===== src/rtl/dwc_pkg.sv =====
package dwc_pkg;

   typedef enum logic [1:0] {
      ACT_NONE  = 2'd0,
      ACT_FRAME = 2'd1,
      ACT_HELD  = 2'd2
   } dwc_act_e;

endpackage


===== src/rtl/dwc_sync.sv =====
module dwc_sync #(
   parameter int STAGES = 2
) (
   input  logic clk,
   input  logic rst_n,
   input  logic d,
   output logic q
);
   if (STAGES < 2) begin : g_bad_stages
      $error("dwc_sync: STAGES must be at least 2");
   end

   logic [STAGES-1:0] chain;

   always_ff @(posedge clk or negedge rst_n) begin
      if (!rst_n) chain <= '0;
      else        chain <= {chain[STAGES-2:0], d};
   end

   assign q = chain[STAGES-1];
endmodule


===== src/rtl/dwc_shifter.sv =====
module dwc_shifter #(
   parameter int FRAME_W = 16
) (
   input  logic               clk,
   input  logic               rst_n,
   input  logic               s_clk,
   input  logic               s_en,
   input  logic               s_dat,
   output logic               frame_ok,
   output logic [FRAME_W-1:0] frame,
   output logic               cascade
);
   localparam int CNT_W = $clog2(FRAME_W + 1);
   localparam logic [CNT_W-1:0] FULL = CNT_W'(FRAME_W);

   logic               clk_q, en_q;
   logic [FRAME_W-1:0] sr;
   logic [CNT_W-1:0]   cnt;
   logic               casc;
   logic               shift, en_rise, en_fall;

   assign shift   = s_clk & ~clk_q & s_en;
   assign en_rise = s_en & ~en_q;
   assign en_fall = ~s_en & en_q;

   always_ff @(posedge clk or negedge rst_n) begin
      if (!rst_n) begin
         clk_q <= 1'b0;
         en_q  <= 1'b0;
      end else begin
         clk_q <= s_clk;
         en_q  <= s_en;
      end
   end

   always_ff @(posedge clk or negedge rst_n) begin
      if (!rst_n) begin
         sr   <= '0;
         casc <= 1'b0;
      end else if (shift) begin
         sr   <= {s_dat, sr[FRAME_W-1:1]};
         casc <= sr[0];
      end
   end

   always_ff @(posedge clk or negedge rst_n) begin
      if (!rst_n)
         cnt <= '0;
      else if (en_rise)
         cnt <= shift ? CNT_W'(1) : '0;
      else if (shift && cnt != FULL)
         cnt <= cnt + CNT_W'(1);
   end

   assign frame_ok = en_fall && (cnt == FULL);
   assign frame    = sr;
   assign cascade  = casc;

   p_count_cap_r6: assert property (@(posedge clk) disable iff (!rst_n)
      cnt <= FULL);
   p_cascade_r7: assert property (@(posedge clk) disable iff (!rst_n)
      shift |=> cascade == $past(sr[0]));
endmodule


===== src/rtl/dwc_gate.sv =====
module dwc_gate
   import dwc_pkg::*;
#(
   parameter int FRAME_W    = 16,
   parameter int TMO_W      = 16,
   parameter bit ZC_SUPPORT = 1'b1
) (
   input  logic               clk,
   input  logic               rst_n,
   input  logic               frame_ok,
   input  logic [FRAME_W-1:0] frame,
   input  logic               zc_en,
   input  logic               zc_strobe,
   input  logic [TMO_W-1:0]   zc_limit,
   output logic               apply,
   output logic [FRAME_W-1:0] apply_word
);
   if (ZC_SUPPORT) begin : g_zc
      logic               pend, pend_n;
      logic [FRAME_W-1:0] held, held_n;
      logic [TMO_W-1:0]   tmr, tmr_n;
      logic               release_now;
      dwc_act_e           act;

      assign release_now = pend && (zc_strobe || tmr == zc_limit);

      always_comb begin
         act    = ACT_NONE;
         pend_n = pend;
         held_n = held;
         tmr_n  = tmr;
         if (frame_ok) begin
            if (!zc_en) begin
               act    = ACT_FRAME;
               pend_n = 1'b0;
            end else begin
               if (release_now) act = ACT_HELD;
               pend_n = 1'b1;
               held_n = frame;
               tmr_n  = '0;
            end
         end else if (pend) begin
            if (!zc_en || release_now) begin
               act    = ACT_HELD;
               pend_n = 1'b0;
            end else begin
               tmr_n = tmr + TMO_W'(1);
            end
         end
      end

      always_ff @(posedge clk or negedge rst_n) begin
         if (!rst_n) begin
            pend <= 1'b0;
            held <= '0;
            tmr  <= '0;
         end else begin
            pend <= pend_n;
            held <= held_n;
            tmr  <= tmr_n;
         end
      end

      assign apply      = (act != ACT_NONE);
      assign apply_word = (act == ACT_FRAME) ? frame : held;

      p_hold_r9: assert property (@(posedge clk) disable iff (!rst_n)
         (pend && zc_en && !zc_strobe && !frame_ok && tmr != zc_limit)
            |=> (pend && $stable(held)));
      p_new_pending_r11: assert property (@(posedge clk) disable iff (!rst_n)
         (frame_ok && zc_en) |=> (pend && held == $past(frame)));
   end else begin : g_direct
      assign apply      = frame_ok;
      assign apply_word = frame;
   end
endmodule


===== src/rtl/dual_wiper_ctrl.sv =====
module dual_wiper_ctrl #(
   parameter int SYNC_STAGES = 2,
   parameter int FIELD_W     = 8,
   parameter int POS_W       = 6,
   parameter int TMO_W       = 16,
   parameter bit ZC_SUPPORT  = 1'b1
) (
   input  logic             clk,
   input  logic             rst_n,
   input  logic             ser_en,
   input  logic             ser_clk,
   input  logic             ser_data,
   input  logic             zc_enable,
   input  logic             zc_strobe,
   input  logic [TMO_W-1:0] zc_limit,
   output logic [POS_W:0]   wiper0,
   output logic [POS_W:0]   wiper1,
   output logic             cascade_out
);
   localparam int NUM_CH  = 2;
   localparam int FRAME_W = NUM_CH * FIELD_W;
   localparam int WIPER_W = POS_W + 1;
   localparam logic [WIPER_W-1:0] MUTE_CODE  = WIPER_W'(1) << POS_W;
   localparam logic [WIPER_W-1:0] RESET_CODE = MUTE_CODE - WIPER_W'(1);

   if (FIELD_W < POS_W + 2) begin : g_bad_field
      $error("dual_wiper_ctrl: FIELD_W must hold position, mute and spare bit");
   end

   logic s_clk, s_en, s_dat;
   logic frame_ok, apply;
   logic [FRAME_W-1:0] frame, apply_word;

   dwc_sync #(.STAGES(SYNC_STAGES)) u_sync_clk (
      .clk(clk), .rst_n(rst_n), .d(ser_clk), .q(s_clk));
   dwc_sync #(.STAGES(SYNC_STAGES)) u_sync_en (
      .clk(clk), .rst_n(rst_n), .d(ser_en), .q(s_en));
   dwc_sync #(.STAGES(SYNC_STAGES)) u_sync_dat (
      .clk(clk), .rst_n(rst_n), .d(ser_data), .q(s_dat));

   dwc_shifter #(.FRAME_W(FRAME_W)) u_shift (
      .clk(clk), .rst_n(rst_n), .s_clk(s_clk), .s_en(s_en), .s_dat(s_dat),
      .frame_ok(frame_ok), .frame(frame), .cascade(cascade_out));

   dwc_gate #(.FRAME_W(FRAME_W), .TMO_W(TMO_W), .ZC_SUPPORT(ZC_SUPPORT)) u_gate (
      .clk(clk), .rst_n(rst_n), .frame_ok(frame_ok), .frame(frame),
      .zc_en(zc_enable), .zc_strobe(zc_strobe), .zc_limit(zc_limit),
      .apply(apply), .apply_word(apply_word));

   logic [WIPER_W-1:0] wip [NUM_CH];

   for (genvar c = 0; c < NUM_CH; c++) begin : g_ch
      logic [FIELD_W-1:0] fld;
      logic [WIPER_W-1:0] code;
      assign fld  = apply_word[c*FIELD_W +: FIELD_W];
      assign code = fld[POS_W] ? MUTE_CODE : {1'b0, fld[POS_W-1:0]};
      always_ff @(posedge clk or negedge rst_n) begin
         if (!rst_n)     wip[c] <= RESET_CODE;
         else if (apply) wip[c] <= code;
      end
   end

   assign wiper0 = wip[0];
   assign wiper1 = wip[1];

   p_wiper_stable_r5: assert property (@(posedge clk) disable iff (!rst_n)
      !apply |=> ($stable(wiper0) && $stable(wiper1)));
   p_mute_r3: assert property (@(posedge clk) disable iff (!rst_n)
      (apply && apply_word[POS_W]) |=> wiper0 == MUTE_CODE);
   p_range_r2: assert property (@(posedge clk) disable iff (!rst_n)
      (wiper0 <= MUTE_CODE) && (wiper1 <= MUTE_CODE));
endmodule


===== config.mk =====
export PLATFORM = sky130hd
export DESIGN_NAME = dual_wiper_ctrl
export DESIGN_NICKNAME = d
export VERILOG_FILES = /design/src/rtl/dwc_pkg.sv /design/src/rtl/dwc_sync.sv /design/src/rtl/dwc_shifter.sv /design/src/rtl/dwc_gate.sv /design/src/rtl/dual_wiper_ctrl.sv
export SDC_FILE = /design/constraint.sdc
export NUM_CORES = 1
export LEC_CHECK = 0
export ABC_AREA = 1
export BUFFER_PORTS_ARGS = -buffer_cell sky130_fd_sc_hd__buf_2
export CAP_MARGIN = 10
export CORE_UTILIZATION = 35
export CTS_CLUSTER_DIAMETER = 80
export DETAILED_ROUTE_END_ITERATION = 7
export HOLD_SLACK_MARGIN = 0.03
export SLEW_MARGIN = 10
export SYNTH_ARGS = -nofsm -noshare
export SYNTH_HDL_FRONTEND = slang
export SYNTH_SLANG_ARGS = --single-unit

===== constraint.sdc =====
create_clock -name clk -period 2.89 [get_ports clk]
set_input_delay 0.289 -clock clk [delete_from_list [all_inputs] [get_ports clk]]
set_output_delay 0.289 -clock clk [all_outputs]
set_load 0.05 [all_outputs]

==> flow_results.org <==
** Status
- The flow ran to the end, and the final reports show no timing, DRC or antenna violations.

** Global routing
- Largest net degree at the start of global routing :: 76
- Global routing used 15.6% of the available tracks.
- The first global-routing pass estimated 14500 µm of wire.
- Number of global-route vias before repair :: 3129
- Summed over all layers, the global routing overflow is 0.
- Number of antenna violations at the first check in global routing :: 0

** CTS
- Once the clock tree was built, the resizer swapped 0 gates to a different size.
- Clock transition time at the flip-flop clock pins of the worst setup and hold paths :: 0.06 ns
- Cts hold-fix bufs :: 1
- Number of buffers inserted to repair setup after CTS :: 0
- The clock passes through at most 2 buffers.
- For the worst-skew pair, the clock arrives at the later sink with an insertion delay of 0.33 ns.
- CTS tree :: done
- Number of buffers created by CTS :: 9
- Clock tree synthesis found a total of 75 sinks.
- The tree is rooted in a sky130_fd_sc_hd__clkbuf_16.
- Maximum level of the CTS H-tree :: 3

** Power
- IR analysis of the VDD net gives a maximum drop of 268 µV.
- Total power draw :: 2.35 mW
- The analysis attributes to cell leakage a power of 2.39 nW.
- Dividing total power by cell area gives a power density of 516 nW/µm².

** Floorplan
- Horizontal die dimension :: 108 µm
- Height of the chip :: 108 µm
- During I/O placement, the number of pins put on the boundary was 38.
- The floorplan step defined a die boundary enclosing 11700 µm².
- Effective utilization at floorplan :: 36.2%
- The core region is 10900 µm².
- The initialized floorplan defines 38 standard-cell rows.

** Setup path
- WP data required :: 3.11 ns
- The critical path crosses 9 cells after its start point.
- STA classifies the critical path endpoint as a flip-flop.
- CP max-delay cell :: sky130_fd_sc_hd__or2_1
- Critical R2R Launch :: u_shift.cnt[0]
- R2R setup slack :: 0.72 ns
- Cell Chain, Critical Path :: inv_1 > ha_1 > nand4_1 > nor3_2 > buf_4 > or2_1 > nand2_4 > nand2_1 > nand2_1
- CP top delay family :: simple AND/OR/NAND/NOR gates
- The critical path ends at wiper0[6].
- On the worst path, the slowest cell contributes a delay of 0.45 ns.
- The worst setup path is launched from a flip-flop.
- In this design, the critical path's most frequently occurring cell is sky130_fd_sc_hd__nand2_1.
- Sum of buffers and inverters on the critical path :: 2
- Terminus of the critical flop-to-flop path :: wiper0[6]
- Startpoint of the most critical setup path :: u_shift.cnt[0]
- Arrival time of data at the critical path endpoint :: 2.40 ns
- By startpoint and endpoint, the worst setup path is classified as reg2reg.
- Worst reg2reg path depth :: 9
- Peak fanout along the critical path :: 22

** Drt
- Iteration count of the initial detailed-routing pass :: 4
- Final WL :: 8290 µm
- Initial detailed-routing violation count :: 201
- In the routed layout, each cell is associated on average with a via count of 4.66.
- DR vias :: 3328
- Number of antenna-violating nets in the routed design :: 0
- After detailed routing, the number of remaining DRC violations is 0.
- After detailed routing, the average wire length per cell comes to 11.6 µm.

** Worst hold path
- Class of the tightest hold or removal check :: in2reg

** STA
- Of the available clock period, the critical path in the final layout requires 75.2%.
- Finish-stage setup viols :: 0
- RSZ-0062 raised after global routing :: false
- At the pin with the least slew margin, the transition time is 0.547 ns.
- The clock period could shrink to 2.17 ns.
- Setup total negative slack on the finished layout was measured at 0 ns.
- The total count of max-transition violations in the final report came to 0.
- Max Clock Skew :: 0.00933 ns
- Fin worst setup slack :: 0.715 ns
- Timing would allow up to 0.460 GHz.
- The final number of hold-violating endpoints is 0.
- The worst pin sits at a relative slew slack of 63.4%.
- Worst hold slack :: 0.0632 ns

** Place
- In this run the tool buffered the top-level ports with 37 buffer cells.
- Once placement finished, the instance area stood at 4240 µm².
- Summed over all nets, the half-perimeter wirelength after detailed placement is 5730 µm.
- Last weighted congestion value of the routability-driven placer :: 0.834
- In this run, placement finished with an instance count of 697.
- Timing analysis after detailed placement gives a worst setup slack of 0.716 ns.

** Layout
- In the layout the commonest cells are sky130_fd_sc_hd__nand2_1 (193), sky130_fd_sc_hd__inv_1 (69), sky130_fd_sc_hd__dfrtp_1 (63).
- Antenna diodes :: 0
- Once layout is complete, the utilization of the core stands at 41.6%.
- The area growth from synthesis to layout is 14.9%.
- # nets final :: 595
- Number of standard cells in the layout, taps in and fillers out :: 714
- Non-Filler Cell Area, Final :: 4550 µm²
- Commonest non-fill, non-tap cell in the layout :: sky130_fd_sc_hd__nand2_1
- Of the cells placed in the final design, the portion with a size suffix greater than 1 is 15.7%.

** Synth
- Syn avg cell area :: 7.40 µm²
- Synth warnings :: 0
- The netlist uses 24 different library cells.
- Syn_nets :: 561
- Cell count after synthesis :: 535
- After synthesis the cells add up to 3960 µm².
- Fraction of the yosys area taken by sequential cells :: 47.8%
- After synthesis the netlist holds a flip-flop and latch count of 75.

** Run
- Max_cap viols :: 0
==> Yosys cell counts <==
cell / instances / share of area, %
sky130_fd_sc_hd__nor3_2: 2 / 0.51
sky130_fd_sc_hd__xor2_1: 12 / 2.7
sky130_fd_sc_hd__inv_2: 6 / 0.57
sky130_fd_sc_hd__buf_6: 5 / 1.4
sky130_fd_sc_hd__nor3_1: 6 / 0.76
sky130_fd_sc_hd__nor2_1: 40 / 3.8
sky130_fd_sc_hd__clkbuf_1: 8 / 0.76
sky130_fd_sc_hd__o21ai_0: 37 / 4.7
sky130_fd_sc_hd__nand2_2: 4 / 0.63
sky130_fd_sc_hd__dfrtp_1: 63 / 40
sky130_fd_sc_hd__or2_1: 1 / 0.16
sky130_fd_sc_hd__nor2_2: 4 / 0.63
sky130_fd_sc_hd__ha_1: 3 / 0.95
sky130_fd_sc_hd__dfstp_2: 12 / 8.0
sky130_fd_sc_hd__nand4_1: 3 / 0.47
sky130_fd_sc_hd__inv_1: 69 / 6.5
sky130_fd_sc_hd__a21oi_1: 2 / 0.25
sky130_fd_sc_hd__nand4_2: 1 / 0.32
sky130_fd_sc_hd__nand2_4: 3 / 0.85
sky130_fd_sc_hd__buf_2: 5 / 0.63
sky130_fd_sc_hd__buf_4: 3 / 0.57
sky130_fd_sc_hd__nand2_1: 193 / 18
sky130_fd_sc_hd__nand3_1: 52 / 6.6
sky130_fd_sc_hd__a22oi_1: 1 / 0.19
==> worst min path at each step <==
stage | startpoint | cells past startpoint | slack [ns] | end
global route | ser_en | 1 | 0.06 | u_sync_en.chain[0]
finish | ser_data | 1 | 0.06 | u_sync_dat.chain[0]
CTS | ser_data | 1 | 0.05 | u_sync_dat.chain[0]
floorplan | rst_n | 0 | -0.007 | u_gate.g_zc.held[0]
detailed placement | u_sync_en.chain[0] | 0 | 0.33 | u_sync_en.chain[1]
global placement | u_sync_en.chain[0] | 0 | 0.33 | u_sync_en.chain[1]
==> final cells by class <==
type / instances / area [µm²]
clock buffer: 11 / 243
clock inverter: 5 / 52.6
fill: 1102 / 6390
inverter: 75 / 282
multi-input combinational: 364 / 1650
sequential: 75 / 1890
tap: 140 / 175
timing repair buffer: 44 / 253
==> power by group <==
| part | internal, mW | total [mW] | switching [mW] |
|---|---|---|---|
| Combinational | 0.0434 | 0.133 | 0.0891 |
| Clock | 0.687 | 1.11 | 0.419 |
| Sequential | 1.09 | 1.11 | 0.0197 |
==> cell families (layout without fill, tap and decap cells) <==
| group | Yosys count | in the layout | synth area share [%] |
|---|---|---|---|
| compound gates | 40 | 40 | 5.12 |
| xor+xnor | 12 | 12 | 2.65 |
| fa+ha+maj | 3 | 3 | 0.948 |
| buf+inv | 96 | 135 | 10.5 |
| flops | 75 | 75 | 47.8 |
| simple gates | 309 | 309 | 33.0 |
==> sequential cells by signal (all words and copies together) (netlist names) <==
name              flops
u_gate.g_zc.tmr      16
u_shift.en_q          1
u_sync_en.chain       2
u_shift.frame        16
wiper0                7
u_gate.g_zc.held     14
u_sync_dat.chain      2
u_gate.g_zc.pend      1
u_sync_clk.chain      2
wiper1                7
u_shift.clk_q         1
u_shift.cascade       1
u_shift.cnt           5
==> worst register-to-register path, stage by stage (launching register included) <==
cell and delay [ns]:
sky130_fd_sc_hd__dfrtp_1 0.39, sky130_fd_sc_hd__inv_1 0.10, sky130_fd_sc_hd__ha_1 0.15, sky130_fd_sc_hd__nand4_1 0.13
sky130_fd_sc_hd__nor3_2 0.20, sky130_fd_sc_hd__buf_4 0.30, sky130_fd_sc_hd__or2_1 0.45, sky130_fd_sc_hd__nand2_4 0.19
sky130_fd_sc_hd__nand2_1 0.11, sky130_fd_sc_hd__nand2_1 0.05
==> per-layer routing <==
metal	vias to the layer above	part of all wire, %	track usage [%]	wire (µm)
li1	1709	-	-	-
met1	1544	49	21.5	4080
met2	60	45	24.1	3740
met3	15	3.9	3.07	320
met4	0	1.8	6.27	150
met5	-	0	0	0
Power figures use the tool's default switching activity.
